<file path="config.mk">
export PLATFORM = sky130hd
export DESIGN_NAME = psel_decoder
export DESIGN_NICKNAME = d
export VERILOG_FILES = /design/src/rtl/psel_pkg.sv /design/src/rtl/psel_cfg_reg.sv /design/src/rtl/psel_region_decode.sv /design/src/rtl/psel_sel_track.sv /design/src/rtl/psel_addr_latch.sv /design/src/rtl/psel_decoder.sv
export SDC_FILE = /design/constraint.sdc
export NUM_CORES = 1
export LEC_CHECK = 0
export CAP_MARGIN = 0
export CORE_UTILIZATION = 43
export CTS_BUF_LIST = sky130_fd_sc_hd__clkbuf_4
export DETAILED_ROUTE_END_ITERATION = 12
export GPL_TIMING_DRIVEN = 0
export PLACE_DENSITY = 0.81
export SLEW_MARGIN = 0
export SYNTH_ARGS = -nofsm -noshare
export SYNTH_HDL_FRONTEND = slang
export SYNTH_HIERARCHICAL = 1
export SYNTH_SLANG_ARGS = --single-unit
</file>
<file path="constraint.sdc">
create_clock -name clk -period 1.5 [get_ports clk]
set_clock_uncertainty 0.05 [all_clocks]
set_input_delay 0.225 -clock clk [delete_from_list [all_inputs] [get_ports clk]]
set_output_delay 0.225 -clock clk [all_outputs]
set_load 0.01 [all_outputs]
</file>
<file path="src/rtl/psel_pkg.sv">
package psel_pkg;

  typedef enum logic {
    PIN_ADDR = 1'b0,
    PIN_SEL  = 1'b1
  } pin_mode_e;

  typedef struct packed {
    logic      io_space;
    pin_mode_e mode;
  } cfg_flags_t;

  localparam cfg_flags_t CFG_FLAGS_RST = '{io_space: 1'b0, mode: PIN_SEL};

  function automatic logic slice_has_pin(input int idx, input int missing);
    return idx != missing;
  endfunction

endpackage

</file>
<file path="src/rtl/psel_cfg_reg.sv">
module psel_cfg_reg
  import psel_pkg::*;
#(
  parameter int BASE_W = 9
) (
  input  logic              clk,
  input  logic              rst_n,
  input  logic              we,
  input  logic [BASE_W-1:0] base_i,
  input  logic              io_i,
  input  logic              mode_i,
  output logic [BASE_W-1:0] base_q,
  output cfg_flags_t        flags_q
);

  always_ff @(posedge clk) begin
    if (!rst_n) begin
      base_q  <= '0;
      flags_q <= CFG_FLAGS_RST;
    end else if (we) begin
      base_q           <= base_i;
      flags_q.io_space <= io_i;
      flags_q.mode     <= pin_mode_e'(mode_i);
    end
  end

endmodule

</file>
<file path="src/rtl/psel_region_decode.sv">
module psel_region_decode
  import psel_pkg::*;
#(
  parameter int UP_W        = 12,
  parameter int IDX_W       = 3,
  parameter int NUM_REG     = 7,
  parameter int MISSING_IDX = 4,
  localparam int BASE_W     = UP_W - IDX_W
) (
  input  logic [UP_W-1:0]    addr_up,
  input  logic               cyc_io,
  input  logic [BASE_W-1:0]  base,
  input  logic               io_space,
  output logic [NUM_REG-1:0] hit_vec
);

  logic             blk_hit;
  logic [IDX_W-1:0] idx;

  assign idx     = addr_up[IDX_W-1:0];
  assign blk_hit = (addr_up[UP_W-1:IDX_W] == base) && (cyc_io == io_space);

  for (genvar r = 0; r < NUM_REG; r++) begin : g_slice
    if (slice_has_pin(r, MISSING_IDX)) begin : g_pin
      assign hit_vec[r] = blk_hit && (idx == IDX_W'(r));
    end else begin : g_nopin
      assign hit_vec[r] = 1'b0;
    end
  end

endmodule

</file>
<file path="src/rtl/psel_sel_track.sv">
module psel_sel_track #(
  parameter int NUM_REG = 7
) (
  input  logic               clk,
  input  logic               rst_n,
  input  logic               strobe,
  input  logic               hold,
  input  logic [NUM_REG-1:0] hit_vec,
  output logic [NUM_REG-1:0] sel_q
);

  always_ff @(posedge clk) begin
    if (!rst_n)      sel_q <= '0;
    else if (hold)   sel_q <= '0;
    else if (strobe) sel_q <= hit_vec;
  end

endmodule

</file>
<file path="src/rtl/psel_addr_latch.sv">
module psel_addr_latch #(
  parameter int LAT_W = 2
) (
  input  logic             clk,
  input  logic             rst_n,
  input  logic             strobe,
  input  logic             hold,
  input  logic [LAT_W-1:0] bits_i,
  output logic [LAT_W-1:0] bits_q
);

  always_ff @(posedge clk) begin
    if (!rst_n)                bits_q <= '0;
    else if (strobe && !hold)  bits_q <= bits_i;
  end

endmodule

</file>
<file path="src/rtl/psel_decoder.sv">
module psel_decoder
  import psel_pkg::*;
#(
  parameter int ADDR_W      = 20,
  parameter int SLICE_BITS  = 8,
  parameter int IDX_W       = 3,
  parameter int NUM_REG     = 7,
  parameter int MISSING_IDX = 4,
  parameter int BASE_W      = ADDR_W - SLICE_BITS - IDX_W
) (
  input  logic              clk,
  input  logic              rst_n,
  input  logic              cfg_we,
  input  logic [BASE_W-1:0] cfg_base,
  input  logic              cfg_io_space,
  input  logic              cfg_sel_mode,
  input  logic              bus_as,
  input  logic [ADDR_W-1:0] bus_addr,
  input  logic              bus_io,
  input  logic              bus_hold,
  output logic [3:0]        psel_n,
  output logic              pin_r5,
  output logic              pin_r6
);

  localparam int UP_W = ADDR_W - SLICE_BITS;

  logic [BASE_W-1:0]  base_q;
  cfg_flags_t         flags_q;
  logic               sel_mode_q;
  logic [NUM_REG-1:0] hit_vec;
  logic [NUM_REG-1:0] sel_q;
  logic [1:0]         lat_q;
  logic               addr_unused;
  logic               sel_unused;

  assign sel_mode_q = (flags_q.mode == PIN_SEL);

  psel_cfg_reg #(.BASE_W(BASE_W)) u_cfg (
    .clk(clk), .rst_n(rst_n), .we(cfg_we),
    .base_i(cfg_base), .io_i(cfg_io_space), .mode_i(cfg_sel_mode),
    .base_q(base_q), .flags_q(flags_q)
  );

  psel_region_decode #(
    .UP_W(UP_W), .IDX_W(IDX_W), .NUM_REG(NUM_REG), .MISSING_IDX(MISSING_IDX)
  ) u_dec (
    .addr_up(bus_addr[ADDR_W-1:SLICE_BITS]), .cyc_io(bus_io),
    .base(base_q), .io_space(flags_q.io_space), .hit_vec(hit_vec)
  );

  psel_sel_track #(.NUM_REG(NUM_REG)) u_trk (
    .clk(clk), .rst_n(rst_n), .strobe(bus_as), .hold(bus_hold),
    .hit_vec(hit_vec), .sel_q(sel_q)
  );

  psel_addr_latch #(.LAT_W(2)) u_lat (
    .clk(clk), .rst_n(rst_n), .strobe(bus_as), .hold(bus_hold),
    .bits_i(bus_addr[2:1]), .bits_q(lat_q)
  );

  assign psel_n = bus_hold ? 4'hF : ~sel_q[3:0];
  assign pin_r5 = sel_mode_q ? (bus_hold | ~sel_q[5]) : lat_q[0];
  assign pin_r6 = sel_mode_q ? (bus_hold | ~sel_q[6]) : lat_q[1];

  assign addr_unused = ^{bus_addr[SLICE_BITS-1:3], bus_addr[0]};
  assign sel_unused  = ^sel_q[NUM_REG-1:0];

endmodule

</file>
==> impl_metrics.env, run 1 <==
export IMPL_clockBufferDepth=2
export IMPL_sw_frac_of_total_pct=24.9
export IMPL_design_core_area_um2=2040
export IMPL_arrival_ns=1.64
export IMPL_gp_congestion=0.744
export IMPL_internal_power_uw=787
export IMPL_finalHoldViolCount=0
export IMPL_port_buffers=36
export IMPL_ys_warn_count=6
export IMPL_critical_path_class="in -> reg"
export IMPL_post_dp_hpwl_um=1480
export IMPL_postCtsHoldBufs=0
export IMPL_die_area_um2=2460
export IMPL_mostFrequentLayoutCell="clkdlybuf4s50_1"
export IMPL_drt_iter0_markers=8
export IMPL_final_core_util_pct=70.2
export IMPL_gr_usage_all_layers_pct=15.6
export IMPL_status="finished, final reports clean"
export IMPL_startpoint_type="input port"
export IMPL_grt_pass1_vias=752
export IMPL_pwr_share_comb_pct=21.6
export IMPL_cts_tree="done"
export IMPL_crit_fanout=6
export IMPL_cts_root_buf="clkbuf_4"
export IMPL_syn_to_final_growth_pct=46.9
export IMPL_detail_route_antenna_nets=0
export IMPL_clock_sinks=19
export IMPL_fin_crit_ns=1.45
export IMPL_final_area_um2=1430
export IMPL_initial_core_util_pct=47.8
export IMPL_drc=0
export IMPL_finalSetupViolCount=0
export IMPL_synthesis_area_um2=976
export IMPL_slew_viol_final=0
export IMPL_diodes=0
export IMPL_worst_slew_pin_slew_ns=0.324
export IMPL_final_cell_mix="29 x clkdlybuf4s50_1, 19 x mux2i_1, 18 x dfxtp_1"
export IMPL_p_leak_uw=0.000536
export IMPL_num_rows=16
export IMPL_rsz0062_at_grt="true"
export IMPL_die_h_um=49.6
export IMPL_worstSkewPairLatency_ns=0.30
export IMPL_endpoint_kind="flop"
export IMPL_p_clk_share_pct=26.9
export IMPL_grt_max_degree=11
export IMPL_htree_levels=1
export IMPL_slew_limit_headroom_pct=78.4
export IMPL_max_freq_mhz=687
export IMPL_syn_nets=135
export IMPL_drive_gt1_share_pct=12.9
export IMPL_place_area_um2=1370
export IMPL_wire_per_inst_um=12.1
export IMPL_boundaryPins=43
export IMPL_required_ns=1.69
export IMPL_antenna_found_initial=0
export IMPL_routed_wl_um=2010
export IMPL_grt_pass1_wl_um=2940
export IMPL_gr_total_overflow=0
export IMPL_drv_cap=0
export IMPL_syn_mean_instance_area_um2=9.96
export IMPL_ir_drop_uv=487
export IMPL_finalNetCount=177
export IMPL_num_vias=824
export IMPL_min_path_type="in -> reg"
export IMPL_pwr_share_seq_pct=51.5
export IMPL_p_switching_uw=261
export IMPL_detail_route_vias_per_cell=4.96
export IMPL_p_per_area_nw_per_um2=731
export IMPL_drt_pass1_iterations=4
export IMPL_synth_cells=98
export IMPL_cts_made_buffers=3
export IMPL_period_share_pct=97.0
export IMPL_cts_clk_slew_worst_paths_ns=0.11
export IMPL_die_width_um=49.6
-- stage by stage --
step	instances	setup slack [ns]	total power, µW	hold WS, ns	TNS (ns)
after global routing	166	-0.0451	1100	0.394	-0.121
after floorplan	98	0.303	658	0.303	0
final	166	0.0453	1050	0.366	0
after global placement	161	-0.362	766	0.398	-2.94
after CTS	165	0.000423	1050	0.392	0
after detailed placement	161	-0.433	772	0.415	-3.53
-- worst max-delay path, stage by stage --
cell,delay [ns]
clkdlybuf4s50_1,0.50
xnor2_2,0.12
nand4_2,0.24
nor4_2,0.33
mux2i_1,0.11
nor2_1,0.12
-- final cells by class --
class,count,area [µm²]
Fill cell,161,608
Multi-Input combinational cell,75,591
Sequential cell,19,382
Timing Repair Buffer,37,368
Tap cell,27,33.8
Clock buffer,4,30.0
Buffer,3,26.3
Inverter,1,3.75
-- sequential cells by signal, summed over array words and instances, names as in the netlist --
signal         flops
u_lat/bits_q       2
u_cfg/flags_q      2
u_cfg/base_q       9
u_trk/sel_q        6
-- power groups by stage --
stage	logic [µW]	registers, µW	clock network, µW
after CTS	219	540	296
after detailed placement	221	551	0
after floorplan	110	549	0
final	226	540	282
after global routing	243	543	309
after global placement	215	551	0
-- path summary, 6_finish.rpt --
kind | start | to | slack, ns | cells past startpoint
max | bus_addr[14] | u_trk/sel_q[3] | 0.05 | 6
min | bus_hold | u_lat/bits_q[0] | 0.37 | 3
max reg2reg | u_cfg/base_q[3] | u_trk/sel_q[3] | 0.07 | 5
min reg2reg | u_lat/bits_q[0] | u_lat/bits_q[0] | 0.43 | 2
-- per-layer routing --
metal | vias to the layer above | track usage, % | routed length, µm
li1 | 419 | - | -
met3 | 2 | 2.78 | 70
met2 | 18 | 28.6 | 1040
met5 | - | 0 | 0
met4 | 0 | 8.10 | 17
met1 | 385 | 16.9 | 881
-- timing repair --
| action | in CTS | in global routing |
|---|---|---|
| endpoints found under the setup margin | 6 | 8 |
| gates resized for setup | 7 | 7 |
| pin swaps | 0 | 1 |
| endpoints found under the hold margin | 0 | 0 |
| cloned | 0 | 0 |
| buffers inserted | 0 | 1 |
Power figures use the tool's default switching activity.
==> run 2: changes to the inputs <==
- GPL_TIMING_DRIVEN: 0 -> 1
==> impl_metrics.env, run 2 (same netlist as run 1, synthesis figures left out) <==
export IMPL_ir_drop_uv=579
export IMPL_finalHoldViolCount=0
export IMPL_final_core_util_pct=71.9
export IMPL_worstSkewPairLatency_ns=0.30
export IMPL_drt_pass1_iterations=4
export IMPL_boundaryPins=43
export IMPL_drive_gt1_share_pct=16.2
export IMPL_num_vias=819
export IMPL_die_area_um2=2460
export IMPL_postCtsHoldBufs=0
export IMPL_detail_route_vias_per_cell=4.85
export IMPL_drt_iter0_markers=12
export IMPL_max_freq_mhz=704
export IMPL_p_leak_uw=0.000563
export IMPL_min_path_type="in -> reg"
export IMPL_place_area_um2=1400
export IMPL_detail_route_antenna_nets=0
export IMPL_finalSetupViolCount=0
export IMPL_die_width_um=49.6
export IMPL_p_per_area_nw_per_um2=719
export IMPL_drv_cap=0
export IMPL_crit_path_max_incr_delay_ns=0.48
export IMPL_post_dp_hpwl_um=1640
export IMPL_initial_core_util_pct=47.8
export IMPL_diodes=0
export IMPL_clock_sinks=19
export IMPL_finalNetCount=180
export IMPL_fin_crit_ns=1.42
export IMPL_setup_slack_ns=0.0795
export IMPL_crit_fanout=6
export IMPL_grt_max_degree=13
export IMPL_grt_pass1_vias=809
export IMPL_routed_wl_um=2100
export IMPL_syn_to_final_growth_pct=50.5
export IMPL_slew_limit_headroom_pct=80.1
export IMPL_grt_pass1_wl_um=3390
export IMPL_slowest_stage="clkdlybuf4s50_1"
export IMPL_critical_path_class="in -> out"
export IMPL_startpoint_type="input port"
export IMPL_port_buffers=36
export IMPL_whs_path_depth=3
export IMPL_num_rows=16
export IMPL_gr_usage_all_layers_pct=18.2
export IMPL_holdWs_ns=0.416
export IMPL_filler_cell_count=159
export IMPL_die_h_um=49.6
export IMPL_final_cell_mix="30 x clkdlybuf4s50_1, 19 x mux2i_1, 18 x dfxtp_1"
export IMPL_wire_per_inst_um=12.4
export IMPL_cts_tree="done"
export IMPL_clockBufferDepth=2
export IMPL_gp_congestion=0.763
export IMPL_antenna_found_initial=0
export IMPL_cts_clk_slew_worst_paths_ns=0.11
export IMPL_drc=0
export IMPL_slew_viol_final=0
export IMPL_gr_total_overflow=0
export IMPL_endpoint_kind="primary output"
export IMPL_final_area_um2=1470
export IMPL_cts_root_buf="clkbuf_4"
export IMPL_htree_levels=1
export IMPL_pre_cts_slack_ns=-0.342
export IMPL_rsz0062_at_grt="true"
export IMPL_status="finished, final reports clean"
export IMPL_rr_worst_depth=5
export IMPL_period_share_pct=94.7
export IMPL_worst_slew_pin_slew_ns=0.298
export IMPL_worstPathCellList="clkdlybuf4s50_1, inv_1, a31oi_1, clkbuf_2"
export IMPL_top_regs="u_cfg/base_q x9, u_trk/sel_q x6"
export IMPL_largest_register="u_cfg/base_q"
export IMPL_design_core_area_um2=2040
export IMPL_arrival_ns=1.15
export IMPL_mostFrequentLayoutCell="clkdlybuf4s50_1"
export IMPL_cts_made_buffers=3
export IMPL_largest_reg_flops=9
export IMPL_required_ns=1.22
## run 2: changes by cell type in the layout (fill, tap and decap cells not counted), sizes merged
cell | before | now
clkinvlp | 0 | 1
clkdlybuf4s15 | 1 | 0
buf | 3 | 7
dlymetal6s2s | 2 | 0
clkdlybuf4s50 | 29 | 30
## run 2: through the flow
stage               total power (µW)  cells  TNS (ns)
finish                          1060    169         0
global route                    1100    169   -0.0643
CTS                             1040    168   -0.0411
detailed placement               782    164     -2.80
global placement                 776    164     -2.08
floorplan                        658     98         0
## run 2: worst max-delay path: cells and delay by family
| family | cells | cell delay (ns) |
|---|---|---|
| compound gates | 1 | 0.17 |
| buf+inv | 3 | 0.75 |
## run 2: repair_timing
| item | 4_1_cts | 5_1_grt |
|---|---|---|
| cloned | 0 | 0 |
| pin swaps | 0 | 1 |
| setup endpoints to repair | 6 | 7 |
| buffers inserted | 0 | 1 |
| gates resized for setup | 8 | 9 |
## run 2: cell type report
cell class / count / area, µm² / share of cell area, %
Clock buffer: 3 / 22.5 / 1.53
Clock inverter: 1 / 7.51 / 0.511
Inverter: 1 / 3.75 / 0.256
Multi-Input combinational cell: 75 / 609 / 41.5
Sequential cell: 19 / 382 / 26.0
Tap cell: 27 / 33.8 / 2.30
Timing Repair Buffer: 43 / 410 / 27.9
## run 2: report_power, final
group,internal (µW),switching (µW)
registers,525,15.7
logic,151,94.1
clock network,102,169
## run 2: routing by layer
metal | vias up | GRT usage, % | routed length, µm
met1 | 372 | 22.4 | 934
met5 | - | 0 | 0
li1 | 425 | - | -
met3 | 4 | 1.85 | 68
met4 | 0 | 8.57 | 31
met2 | 18 | 31.5 | 1070
## run 2: worst paths after layout
path | to | slack, ns | from
hold reg to reg | u_lat/bits_q[1] | 0.42 | u_lat/bits_q[1]
setup / recovery | pin_r5 | 0.08 | bus_hold
setup reg to reg | u_trk/sel_q[3] | 0.10 | u_cfg/base_q[3]
hold / removal | u_lat/bits_q[1] | 0.42 | bus_addr[2]
